[config.mk]
export PLATFORM = sky130hd
export DESIGN_NAME = interval_timer
export DESIGN_NICKNAME = d
export VERILOG_FILES = /design/src/rtl/timer_pkg.sv /design/src/rtl/tmr_regs.sv /design/src/rtl/tmr_counter.sv /design/src/rtl/tmr_pulse.sv /design/src/rtl/interval_timer.sv
export SDC_FILE = /design/constraint.sdc
export NUM_CORES = 1
export LEC_CHECK = 0
export ABC_AREA = 1
export BUFFER_PORTS_ARGS = -buffer_cell sky130_fd_sc_hd__buf_2
export CORE_ASPECT_RATIO = 0.9
export CORE_UTILIZATION = 57
export DETAILED_ROUTE_END_ITERATION = 6
export HOLD_SLACK_MARGIN = 0.15
export PLACE_DENSITY = 0.87
export RECOVER_POWER = 50
export SLEW_MARGIN = 25
export SYNTH_ARGS = -nofsm -noshare
export SYNTH_HDL_FRONTEND = slang
export SYNTH_SLANG_ARGS = --single-unit
[constraint.sdc]
create_clock -name clk -period 2 [get_ports clk]
set_input_delay 0 -clock clk [delete_from_list [all_inputs] [get_ports clk]]
set_output_delay 0 -clock clk [all_outputs]
set_load 0.03 [all_outputs]
[src/rtl/timer_pkg.sv]
package timer_pkg;
    typedef enum logic [1:0] {
        SEL_COUNT  = 2'd0,
        SEL_PERIOD = 2'd1,
        SEL_MODE   = 2'd2,
        SEL_NONE   = 2'd3
    } reg_sel_e;

    typedef enum logic {
        RUN_OFF = 1'b0,
        RUN_ON  = 1'b1
    } run_state_e;

    typedef enum logic {
        PIN_IDLE = 1'b0,
        PIN_HIGH = 1'b1
    } pin_state_e;
endpackage

[src/rtl/tmr_regs.sv]
module tmr_regs
    import timer_pkg::*;
#(
    parameter int W = 32
) (
    input  logic         clk,
    input  logic         rst,
    input  logic         wr_en,
    input  logic [1:0]   wr_sel,
    input  logic [W-1:0] wr_data,
    output logic [W-1:0] period_o
);
    logic [W-1:0] period_q;

    always_ff @(posedge clk) begin
        if (rst) begin
            period_q <= '0;
        end else if (wr_en && wr_sel == SEL_PERIOD) begin
            period_q <= wr_data;
        end
    end

    assign period_o = period_q;
endmodule

[src/rtl/tmr_counter.sv]
module tmr_counter
    import timer_pkg::*;
#(
    parameter int W = 32
) (
    input  logic         clk,
    input  logic         rst,
    input  logic         mode_wr,
    input  logic         mode_bit,
    input  logic         count_wr,
    input  logic [W-1:0] count_wdata,
    input  logic [W-1:0] period,
    output logic [W-1:0] count_o,
    output logic         run_o,
    output logic         zero_hit_o
);
    run_state_e   run_q, run_d;
    logic [W-1:0] count_q, count_d;
    logic         zero_hit;

    // Run machine: state register
    always_ff @(posedge clk) begin
        if (rst) run_q <= RUN_OFF;
        else     run_q <= run_d;
    end

    // Run machine: transitions
    always_comb begin
        run_d = run_q;
        unique case (run_q)
            RUN_OFF: if (mode_wr && mode_bit)  run_d = RUN_ON;
            RUN_ON:  if (mode_wr && !mode_bit) run_d = RUN_OFF;
        endcase
    end

    // Outputs and count datapath
    always_comb begin
        zero_hit = (run_q == RUN_ON) && (count_q == '0);
        count_d  = count_q;
        if (count_wr)               count_d = count_wdata;
        else if (zero_hit)          count_d = period;
        else if (run_q == RUN_ON)   count_d = count_q - 1'b1;
    end

    always_ff @(posedge clk) begin
        if (rst) count_q <= '0;
        else     count_q <= count_d;
    end

    assign count_o    = count_q;
    assign run_o      = (run_q == RUN_ON);
    assign zero_hit_o = zero_hit;
endmodule

[src/rtl/tmr_pulse.sv]
module tmr_pulse
    import timer_pkg::*;
#(
    parameter int PULSE_CYCLES = 4
) (
    input  logic clk,
    input  logic rst,
    input  logic enable,
    input  logic trigger,
    output logic pin_o
);
    localparam int CW = $clog2(PULSE_CYCLES + 1);

    pin_state_e    st_q, st_d;
    logic [CW-1:0] left_q, left_d;

    // Pin machine: state register
    always_ff @(posedge clk) begin
        if (rst) begin
            st_q   <= PIN_IDLE;
            left_q <= '0;
        end else begin
            st_q   <= st_d;
            left_q <= left_d;
        end
    end

    // Pin machine: transitions
    always_comb begin
        st_d   = st_q;
        left_d = left_q;
        if (!enable) begin
            st_d   = PIN_IDLE;
            left_d = '0;
        end else begin
            unique case (st_q)
                PIN_IDLE: begin
                    if (trigger) begin
                        st_d   = PIN_HIGH;
                        left_d = CW'(PULSE_CYCLES);
                    end
                end
                PIN_HIGH: begin
                    if (trigger) begin
                        left_d = CW'(PULSE_CYCLES);
                    end else if (left_q == CW'(1)) begin
                        st_d   = PIN_IDLE;
                        left_d = '0;
                    end else begin
                        left_d = left_q - 1'b1;
                    end
                end
            endcase
        end
    end

    // Pin machine: outputs
    always_comb begin
        pin_o = (st_q == PIN_HIGH) && enable;
    end
endmodule

[src/rtl/interval_timer.sv]
module interval_timer
    import timer_pkg::*;
#(
    parameter int W            = 32,
    parameter int EN_BIT       = 5,
    parameter int PULSE_CYCLES = 4
) (
    input  logic         clk,
    input  logic         rst,
    input  logic         wr_en,
    input  logic [1:0]   wr_sel,
    input  logic [W-1:0] wr_data,
    output logic [W-1:0] count_o,
    output logic         irq_o,
    output logic         expiry_o
);
    logic [W-1:0] period_q;
    logic         run_on;
    logic         zero_hit;
    logic         mode_wr, count_wr;

    assign mode_wr  = wr_en && (wr_sel == SEL_MODE);
    assign count_wr = wr_en && (wr_sel == SEL_COUNT);

    tmr_regs #(.W(W)) u_regs (
        .clk      (clk),
        .rst      (rst),
        .wr_en    (wr_en),
        .wr_sel   (wr_sel),
        .wr_data  (wr_data),
        .period_o (period_q)
    );

    tmr_counter #(.W(W)) u_cnt (
        .clk         (clk),
        .rst         (rst),
        .mode_wr     (mode_wr),
        .mode_bit    (wr_data[EN_BIT]),
        .count_wr    (count_wr),
        .count_wdata (wr_data),
        .period      (period_q),
        .count_o     (count_o),
        .run_o       (run_on),
        .zero_hit_o  (zero_hit)
    );

    tmr_pulse #(.PULSE_CYCLES(PULSE_CYCLES)) u_pulse (
        .clk     (clk),
        .rst     (rst),
        .enable  (run_on),
        .trigger (zero_hit),
        .pin_o   (expiry_o)
    );

    assign irq_o = zero_hit;
endmodule

==> impl_results.md <==
* CTS tree: done
* CTS sink cnt at around 70
* Syn_nets at 686
* Mapped cell area at 4420 µm²
* Dpl ws at 121 ps
* Clock-pin slew on the worst setup and hold paths at ~80 ps
* Warnings from Yosys at 0
* Min Clock Period, post-route at around 1900 ps
* Antenna violations before repair at 0
* Routed via count at 4592
* Placer congestion estimate at 0.939
* Slowest CP cell: dfxtp_1
* Io pins at 71
* Pins Over Slew Limit at 0
* Most frequent cells in the layout: 113 x nand2_1, 85 x inv_1, 69 x dfxtp_1, 64 x o21ai_0, 55 x a21oi_1
* Largest net degree at the start of global routing at 39
* Maximum fanout along the worst path at 10
* Worst setup path endpoint: irq_o
* Die area at between 8000 and 9000 µm²
* Core Area at 7510 µm²
* Setup ws final at roughly 96 ps
* Top FF cell, synth: dfxtp_1
* WHS Path Cells at 4
* Core Util, Final at 71.4%
* Vias in the first global route at 4434
* Post-DP HPWL at between 8000 and 9000 µm
* CP Class: reg2out
* Crit path arrival time at 1900 ps
* Worst setup startpoint: u_cnt.count_o[0]
* FFs w/ async S/R, synth at 0%
* Met3 Routed Length at 893 µm
* R2r setup slk at roughly 140 ps
* CP cell instances: inv_1, ha_4, nand2_4, nor2_8, nand3_4, nor2_8, buf_6, clkbuf_4
* Area of the multi-input gates at around 2500 µm²
* Max Buffers Root-to-Sink at 2
* H-tree Lvls at 3
* Number of fill cells in the layout at 634
* Slew at the pin closest to its max-slew limit at 563 ps
* Root buffer cell: clkbuf_8
* Post-Route M1 WL at 5330 µm
* Register area at between 1000 and 1500 µm²
* Maximum VDD drop at 0.467 mV
* Setup total negative slack at 0 ps
* Max-Cap Viols at 0
* Setup violations, final at 0
* Cells after Synth at 646
* Routed vias/inst at 5.41
* Critical Path End Type: output pin
* XOR/XNOR Fraction of Synth Area at 2.18%
* Clk_lat worst skew at ~360 ps
* Total GRT Usage at 32.2%
* Die X at 94.8 µm
* Final worst path period share at 95.2%
* Seq/Total Area, Yosys at 31.3%
* Router iterations before antenna repair at 5
* WP data required at ~2000 ps
* CP max stage delay at 340 ps
* WL/cell at between 10 and 15 µm
* Total wire length at 12500 µm
* First-pass GRT wire length at 20300 µm
* Most used cell, CP: nor2_8
* Post-layout nets at 788
* Netlist cell types at 32
* Combinational family with the most area after synthesis: simple AND/OR/NAND/NOR gates
* CTS Buf Count at 9
* Simple-gate share of the synthesized area at ~35%
* Syn-to-layout area delta at 21.4%
* Worst Reg2Reg Path Length in Cells at 4
* Post-synthesis compound-gate area fraction at 17.6%
* Commonest non-fill, non-tap cell in the layout: nand2_1
* Fraction of final layout cells with drive strength greater than 1 at 25.0%
* FP Rows at 30
* Synthesized flop and latch total at 69
* Power Density at 772 nW/µm²
* Post-CTS setup buffer count at 0
* ANT cells at 0
* Final ANT Viol Nets at 0
* Endpoints failing hold at 0
* Multiplexer area fraction after synthesis at 0%
* Average size of a mapped cell at 6.84 µm²
* Top Metal Used: met4
* Max Clk Rate at 525 MHz
* Drt drc at 0
* Status: finished clean
* Startpoint types: flip-flop
* Worst Clk Skew at 9.79 ps
* Tightest Hold Check Type: in2reg
* Count of buffers from port buffering at 70
* DR iter-0 viols at around 240
* Unrepaired setup endpoints after global routing: no
* Post-Synth Adder-Cell Area at 0.850%
* Post-synth EDFFs at 0
* Initial core utilization at 58.8%
* Die height at 85.5 µm
* Met2 wire len at 5970 µm
* Grt ovf at 0
* Lkg Pwr at 2.18 nW
* Relative slew slack at between 60% and 70%
## synthesized netlist by cell type, drive strengths merged, types with 2 or more instances
library cell	n	area [µm²]
nand2	148	648
inv	107	402
a21oi	74	442
dfxtp	69	1380
o21ai	67	335
nor2	65	327
nand3	61	463
clkbuf	13	48.8
buf	12	111
xor2	11	96.3
nand4	7	58.8
nor3	6	46.3
ha	3	37.5
and2	2	12.5
## per-layer routing
layer / vias up / GRT usage [%]
met1: 2106 / 39.1
met5: - / 0
met2: 185 / 55.6
li1: 2263 / -
met4: 0 / 11.3
met3: 38 / 7.45
## critical path: cells and delay by family, from the launching register on
family	cells	cell delay, ps
DFF	1	340
and+or+nand+nor	4	520
buffers and inverters	3	510
adders and majority gates	1	180
## repair_timing
action                                  4_1_cts  5_1_grt
hold endpoints to repair                     65        0
hold buffers                                 35        0
resized for setup                             1        3
endpoints found under the setup margin        1        1
pin swaps                                     0        0
cloned                                        0        0
## flip-flops by register name (all words and copies together) (netlist names), named ones only
signal / cells
u_regs.period_o: 32
u_pulse.st_q: 1
u_cnt.count_o: 32
u_pulse.left_q: 3
## worst min path at each step
stage / start / to / slack (ps)
final: rst / u_regs.period_o[30] / 180
after global routing: rst / u_regs.period_o[30] / 190
after CTS: rst / u_regs.period_o[26] / 160
after detailed placement: wr_data[17] / u_regs.period_o[17] / 300
after global placement: wr_data[15] / u_regs.period_o[15] / 290
after floorplan: wr_data[5] / flip-flop / 170
## metrics by stage
| stage | total power [mW] | hold slack (ps) | area [µm²] | instances |
|---|---|---|---|---|
| 6_report | 4.14 | 179 | 5360 | 849 |
| 3_3_place_gp | 2.85 | 293 | 4840 | 798 |
| 4_1_cts | 4.12 | 160 | 5400 | 849 |
| 3_5_place_dp | 2.88 | 300 | 4840 | 798 |
| 2_1_floorplan | 2.54 | 174 | 4420 | 646 |
| 5_1_grt | 4.36 | 194 | 5360 | 849 |
## area by class of cell
type | instances | area share, %
Clock inverter | 5 | 1.10
Timing Repair Buffer | 116 | 14.1
Multi-Input combinational cell | 445 | 46.5
Inverter | 107 | 7.49
Tap cell | 96 | 2.24
Sequential cell | 69 | 25.8
Clock buffer | 11 | 2.82
## logic make-up (layout without fill, tap and decap cells)
family / after synthesis / after routing
simple gates: 290 / 290
compound gates: 141 / 141
buf+inv: 132 / 239
flops: 69 / 69
xor+xnor: 11 / 11
fa+ha+maj: 3 / 3
## report_power, final
| part | internal (mW) | switching [mW] | total (mW) |
|---|---|---|---|
| sequential | 1.45 | 0.0755 | 1.53 |
| combinational | 0.471 | 0.937 | 1.41 |
| clock | 0.644 | 0.562 | 1.21 |
| total | 2.57 | 1.57 | 4.14 |
No activity file was read; power rests on OpenSTA's default activity.
